`src/rtl/bcd_pkg.sv`:
```
package bcd_pkg;
  localparam int unsigned DIGIT_W = 4;
  localparam int unsigned DEC_MAX = 9;
  typedef logic [DIGIT_W-1:0] digit_t;
endpackage

```
`src/rtl/bcd_nines_gate.sv`:
```
module bcd_nines_gate
  import bcd_pkg::*;
(
  input  digit_t d_i,
  input  logic   inv_i,
  input  logic   zero_i,
  output digit_t d_o
);
  digit_t nines;

  // fixed equations: also give 10..15 -> 7..2
  always_comb begin
    nines[0] = ~d_i[0];
    nines[1] =  d_i[1];
    nines[2] =  d_i[1] ^ d_i[2];
    nines[3] = ~(d_i[1] | d_i[2] | d_i[3]);
  end

  always_comb begin
    if (zero_i)     d_o = '0;
    else if (inv_i) d_o = nines;
    else            d_o = d_i;
  end
endmodule

```
`src/rtl/bcd_digit_adder.sv`:
```
module bcd_digit_adder
  import bcd_pkg::*;
(
  input  digit_t x_i,
  input  digit_t y_i,
  input  logic   c_i,
  output digit_t s_o,
  output logic   c_o
);
  logic [DIGIT_W:0] raw;
  logic [DIGIT_W:0] fixed;

  always_comb begin
    raw   = {1'b0, x_i} + {1'b0, y_i} + {{DIGIT_W{1'b0}}, c_i};
    c_o   = (raw > (DIGIT_W+1)'(DEC_MAX));
    fixed = c_o ? raw + (DIGIT_W+1)'(6) : raw;
    s_o   = fixed[DIGIT_W-1:0];
  end
endmodule

```
`src/rtl/bcd_addsub.sv`:
```
module bcd_addsub
  import bcd_pkg::*;
#(
  parameter int unsigned NUM_DIGITS = 4,
  localparam int unsigned VEC_W = NUM_DIGITS * DIGIT_W
) (
  input  logic [VEC_W-1:0] a_i,
  input  logic [VEC_W-1:0] b_i,
  input  logic             sub_i,
  input  logic             comp_dis_i,
  input  logic             zero_i,
  output logic [VEC_W-1:0] sum_o,
  output logic             carry_o,
  output logic             neg_o
);
  logic             inv_en;
  logic [NUM_DIGITS:0] carry;

  assign inv_en   = sub_i & ~comp_dis_i;
  // tens complement: +1 at the units digit only when really complementing
  assign carry[0] = inv_en & ~zero_i;

  for (genvar g = 0; g < NUM_DIGITS; g++) begin : g_slice
    digit_t a_d, b_d, f_d, s_d;
    assign a_d = a_i[g*DIGIT_W +: DIGIT_W];
    assign b_d = b_i[g*DIGIT_W +: DIGIT_W];

    bcd_nines_gate u_gate (
      .d_i    (a_d),
      .inv_i  (inv_en),
      .zero_i (zero_i),
      .d_o    (f_d)
    );

    bcd_digit_adder u_add (
      .x_i (f_d),
      .y_i (b_d),
      .c_i (carry[g]),
      .s_o (s_d),
      .c_o (carry[g+1])
    );

    assign sum_o[g*DIGIT_W +: DIGIT_W] = s_d;
  end

  assign carry_o = carry[NUM_DIGITS];
  assign neg_o   = inv_en & ~zero_i & ~carry[NUM_DIGITS];
endmodule

```
`config.mk`:
```
export PLATFORM = sky130hd
export DESIGN_NAME = bcd_addsub
export DESIGN_NICKNAME = d
export VERILOG_FILES = /design/src/rtl/bcd_pkg.sv /design/src/rtl/bcd_nines_gate.sv /design/src/rtl/bcd_digit_adder.sv /design/src/rtl/bcd_addsub.sv
export SDC_FILE = /design/constraint.sdc
export NUM_CORES = 1
export LEC_CHECK = 0
export ABC_AREA = 1
export CAP_MARGIN = 20
export CORE_UTILIZATION = 44
export DETAILED_ROUTE_END_ITERATION = 8
export GPL_TIMING_DRIVEN = 1
export PLACE_DENSITY = 0.89
export SETUP_SLACK_MARGIN = 0.2
export SLEW_MARGIN = 25
export SYNTH_ARGS = -nofsm -noshare
export SYNTH_HDL_FRONTEND = slang
export SYNTH_HIERARCHICAL = 1
export SYNTH_SLANG_ARGS = --single-unit
```
`constraint.sdc`:
```
create_clock -name vclk -period 9.5
set_input_delay 1.425 -clock vclk [all_inputs]
set_output_delay 1.425 -clock vclk [all_outputs]
set_load 0.05 [all_outputs]
```
Yosys cells after proc, flatten, opt, wreduce, memory -nomap -nowiden
Index checks and enable logic that the tools add are counted.

word-level totals
  flip-flop bits (word level) = 0
  output and inout port bits = 18
  logic and storage cells = 54

cells by class
  multiplexer cells = 12
  order comparisons = 4
  bitwise logic cells = 26
  add/subtract/negate cells = 12

operators by type and width
  operator                                                        count
  two-way mux 4 bit                                               12
  adder 4 x 4 -> 5 bit                                            4
  adder 5 x 1 -> 5 bit                                            4
  greater-than comparator 5 x 4 -> 1 bit (second input constant)  4
  adder 4 x 3 -> 4 bit (second input constant)                    4
  inverter 1 bit                                                  11
  bitwise OR 1 bit                                                8
  XOR 1 bit                                                       4
  AND 1 bit                                                       3

Longest topological paths before layout
  word-level depth = 16
  mapped depth = 43
  mapped depth without buffers = 43

Hierarchy
Netlist, hierarchy kept.

modules (own cells, without submodules)
  module                                   area an instance (um^2)  cells an instance  times used
  bcd_digit_adder at g_slice[1].u_add ...  300.3                    47                 3
  bcd_nines_gate                           80.1                     17                 4
  bcd_digit_adder at g_slice[0].u_add      299.0                    45                 1
  bcd_addsub                               35.0                     7                  1

Worst setup path before layout
OpenSTA, ideal clock, no wires.

  path type = in2out
  from = input port sub_i
  to = output port sum_o[13]
  data arrival time = 8.601 ns
  setup slack = -0.526 ns
  cell stages on the path = 42
  buffers on the path = 0
  path through = inv_1 nor2_1 nand2_1 nand2_1 nor2_1 fa_1 fa_1 inv_1 nand2_1 nand2_2 ha_1 a21oi_4 nand2_4 nand2_4 fa_1 fa_1 inv_1 nand2_2 [... 6 more ...] fa_1 inv_1 nand2_2 nand2_2 ha_1 a21oi_4 nand2_4 nand2_4 fa_1 fa_1 nand2_1 nand2_2 ha_1 a21oi_4 nand2_4 nand2_4 nand2_1 nand2_1

on the way
  word-level cells in the longest chain between the ends = 13
  elaborated cells on any way between the ends = 24
  classes of those cells = add/sub: 9; order compare: 4; mux: 9; bitwise: 2

ends and longest elaborated chain
  what                                    line                   text
  from (decl)                             bcd_addsub.sv:9        input logic sub_i,
  AND 1 bit                               bcd_addsub.sv:19       assign inv_en = sub_i & ~comp_dis_i;
  named net inv_en                        bcd_addsub.sv:16       logic inv_en;
  two-way mux 4 bit                       bcd_nines_gate.sv:21   else if (inv_i) d_o = nines;
  two-way mux 4 bit                       bcd_nines_gate.sv:20   if (zero_i) d_o = '0;
  named net g_slice[0].f_d[0]             bcd_addsub.sv:24       digit_t a_d, b_d, f_d, s_d;
  adder 4 x 4 -> 5 bit                    bcd_digit_adder.sv:14  raw = {1'b0, x_i} + {1'b0, y_i} + {{DIGIT_W{1'b0}}, c_i};
  adder 5 x 1 -> 5 bit                    bcd_digit_adder.sv:14
  greater-than comparator 5 x 4 -> 1 bit  bcd_digit_adder.sv:15  c_o = (raw > (DIGIT_W+1)'(DEC_MAX));
  named net carry[1]                      bcd_addsub.sv:17       logic [NUM_DIGITS:0] carry;
  [... 2 more ...]                        n/a
  named net carry[2]                      bcd_addsub.sv:17
  adder 5 x 1 -> 5 bit                    bcd_digit_adder.sv:14
  greater-than comparator 5 x 4 -> 1 bit  bcd_digit_adder.sv:15
  named net carry[3]                      bcd_addsub.sv:17
  adder 5 x 1 -> 5 bit                    bcd_digit_adder.sv:14
  greater-than comparator 5 x 4 -> 1 bit  bcd_digit_adder.sv:15
  named net carry_o                       bcd_addsub.sv:13       output logic carry_o,
  two-way mux 4 bit                       bcd_digit_adder.sv:16  fixed = c_o ? raw + (DIGIT_W+1)'(6) : raw;
  to (decl)                               bcd_addsub.sv:12       output logic [VEC_W-1:0] sum_o,

The timed path passes the listed nets, and every way through them passes these cells.

Final worst setup path
  from = input port sub_i
  to = output port sum_o[13]

on the way
  word-level cells in the longest chain between the ends = 13
  elaborated cells on any way between the ends = 24
  classes of those cells = add/sub: 9; order compare: 4; mux: 9; bitwise: 2

ends and longest elaborated chain
  what                                                                                   line
  AND 1 bit *                                                                            bcd_addsub.sv:19
  named net inv_en                                                                       bcd_addsub.sv:16
  two-way mux 4 bit *                                                                    bcd_nines_gate.sv:21
  two-way mux 4 bit *                                                                    bcd_nines_gate.sv:20
  named net g_slice[0].f_d[0]                                                            bcd_addsub.sv:24
  adder 4 x 4 -> 5 bit *                                                                 bcd_digit_adder.sv:14
  adder 5 x 1 -> 5 bit *                                                                 bcd_digit_adder.sv:14
  greater-than comparator 5 x 4 -> 1 bit *                                               bcd_digit_adder.sv:15
  named net carry[1]                                                                     bcd_addsub.sv:17
  [... 1 more ...]                                                                       n/a
  greater-than comparator 5 x 4 -> 1 bit *                                               bcd_digit_adder.sv:15
  named net carry[2]                                                                     bcd_addsub.sv:17
  adder 5 x 1 -> 5 bit *                                                                 bcd_digit_adder.sv:14
  greater-than comparator 5 x 4 -> 1 bit *                                               bcd_digit_adder.sv:15
  named net carry[3]                                                                     bcd_addsub.sv:17
  adder 5 x 1 -> 5 bit *                                                                 bcd_digit_adder.sv:14
  adder 4 x 3 -> 4 bit / greater-than comparator 5 x 4 -> 1 bit (equally long branches)  bcd_digit_adder.sv:16, bcd_digit_adder.sv:15
  two-way mux 4 bit *                                                                    bcd_digit_adder.sv:16

Mark *: on every way through the listed nets, which the timed path passes. The rest lies on a longest branch.

==> reports/qor.yml <==
final_layout:
  fin_nets: 409
  nClkBuffers: 0
  seq_area_sq_um: 0
  n_antenna_cell: 0
  drive_above_1_share_pct: 29.4
  area_growth_syn_to_layout_pct: 65.2
  nFlopsAndLatches: 0
  final_cells: 390
  fillCellCount: 266
sta:
  hold_violations: 0
  rsz0062_at_grt: "no"
  tightest_slew_ns: 0.500
  fmax_mhz: 111
  finalSetupViolations: 0
  whs_ns: 3.33
  final.min_clock_period_ns: 9.05
  drv_slew: 0
  slew_headroom_pct: 66.5
  fin_crit_sh_pct: 95.2
route:
  final_antenna_net_count: 0
  drt-total-wl_um: 4560
  via_count: 1909
  drcViolationCount: 0
  wl_per_cell_um: 11.7
  drtIter0Drc: 68
  drtPass1Iterations: 5
  vias_per_cell: 4.89
grt:
  grt_pass1_wl_um: 7250
  antenna_found_initial: 0
  grt_pass1_vias: 1789
  grt_util_all_layers_pct: 25.0
  grt_start_max_net_pins: 19
  grt.overflow.total: 0
die:
  die_w_um: 61.5
  start_util_pct: 46.2
  die_y_um: 61.5
  core-area_sq_um: 3360
  num_io_pins: 53
  core.rowCount: 21
  dieArea_sq_um: 3780
synth:
  yosysTopAreaCellShare_pct: 16.1
  ys_seq_area_share_pct: 0
  synth_cell_types: 16
  ys_warn_count: 6
  synth_area_leaders: "ha_1 16%, inv_1 14%, nand2_1 13%"
  synth_top_area_cell: "ha_1"
  netlist_instances: 261
  syn_area_sq_um: 1560
  syn_area_per_cell_sq_um: 5.96
  syn_nets: 324
worst_setup_path:
  start_kind: "input pin"
  worstSetupPathType: "in2out"
  max_stage_delay_ns: 0.61
  crit_path_end_kind: "output pin"
  arrival_ns: 7.62
  crit_path_top_delay_cell: "fa_2"
  cp_max_fo: 5
  cp.required_ns: 8.08
pwr:
  ir_worst_vdd_uv: 180
  p_per_area_nw_per_um2: 181
  p_leak_uw: 0.00138
placed_design:
  io_buffers: 53
  place_congestion: 0.922
  hpwl_um: 3790
  dp_cells: 386
run_status:
  status: "completed"
flow_run:
  max_cap_viol_count: 0
worst_hold_path:
  hold_class: "in2out"
clocking:
  cts-hold-fix-buffers: 0
[cells by family after synthesis]
logic type | after synthesis | share of synthesized area, %
and+or+nand+nor | 149 | 46.6
buffers and inverters | 60 | 14.5
AOI/OAI and AO/OA | 24 | 12.6
adders and majority gates | 28 | 26.4
[what timing repair did]
action	in CTS	in global routing
pin swaps	6	5
setup endpoints to repair	5	5
hold endpoints to repair	0	0
setup buffers	3	1
gates resized for setup	18	4
[cell usage after synthesis, drive strengths merged]
| cell type | number |
|---|---|
| inv | 60 |
| a21oi | 16 |
| fa | 8 |
| ha | 20 |
| nor2 | 33 |
| nand3 | 40 |
| nand2 | 76 |
| o21ai | 8 |
[layout by cell type (no fill, tap or decap), types with 4 or more instances in the layout]
master	count
ha_4	4
nand2_2	15
a21oi_1	4
nand2_4	10
a21oi_2	7
nor2_4	4
inv_1	57
buf_4	33
buf_12	6
nand3_1	37
fa_2	8
a21oi_4	5
clkdlybuf4s50_1	40
o21ai_1	4
o21ai_0	4
ha_1	15
nand2_1	50
nor2_1	28
[final timing paths]
kind   start        end  slack, ns  cells past startpoint
max    sub_i  sum_o[13]       0.45                     36
min   zero_i      neg_o       3.33                      5
[critical path: cells and delay by family]
family / cells / cell delay [ns]
buffers and inverters: 6 / 0.68
adder cells (fa/ha/maj): 11 / 3.86
AO/OA/AOI/OAI: 4 / 0.40
AND/OR/NAND/NOR: 15 / 1.25
[through the flow]
stage                     utilization, %  setup WS (ns)  TNS, ns  total power [uW]  cell area, sq um
final                               76.4          0.453        0               464              2570
after global routing                76.4          0.192        0               498              2570
after CTS                           75.6          0.227        0               462              2540
after detailed placement            72.8         -0.143   -0.539               441              2450
after global placement              72.8         0.0677        0               431              2450
after floorplan                        -          0.233        0               283              1610
[cell type report]
cell class	instances	area [sq um]	share of cell area, %
tap	46	57.6	2.24
timing repair buffer	83	815	31.7
multi-input combinational	201	1470	57.3
inverter	60	225	8.77
[layer usage]
layer	routed length (um)	global-route usage (%)	share of wire, %
met2	2600	53.4	57
met5	0	0	0
met1	1750	26.9	38
met3	150	1.05	3.3
met4	66	4.13	1.4
[report_power, final]
| group | switching (uW) | internal, uW |
|---|---|---|
| Sequential | 0 | 0 |
| Combinational | 269 | 195 |
| Clock | 0 | 0 |
(Power assumes the default switching activity.)
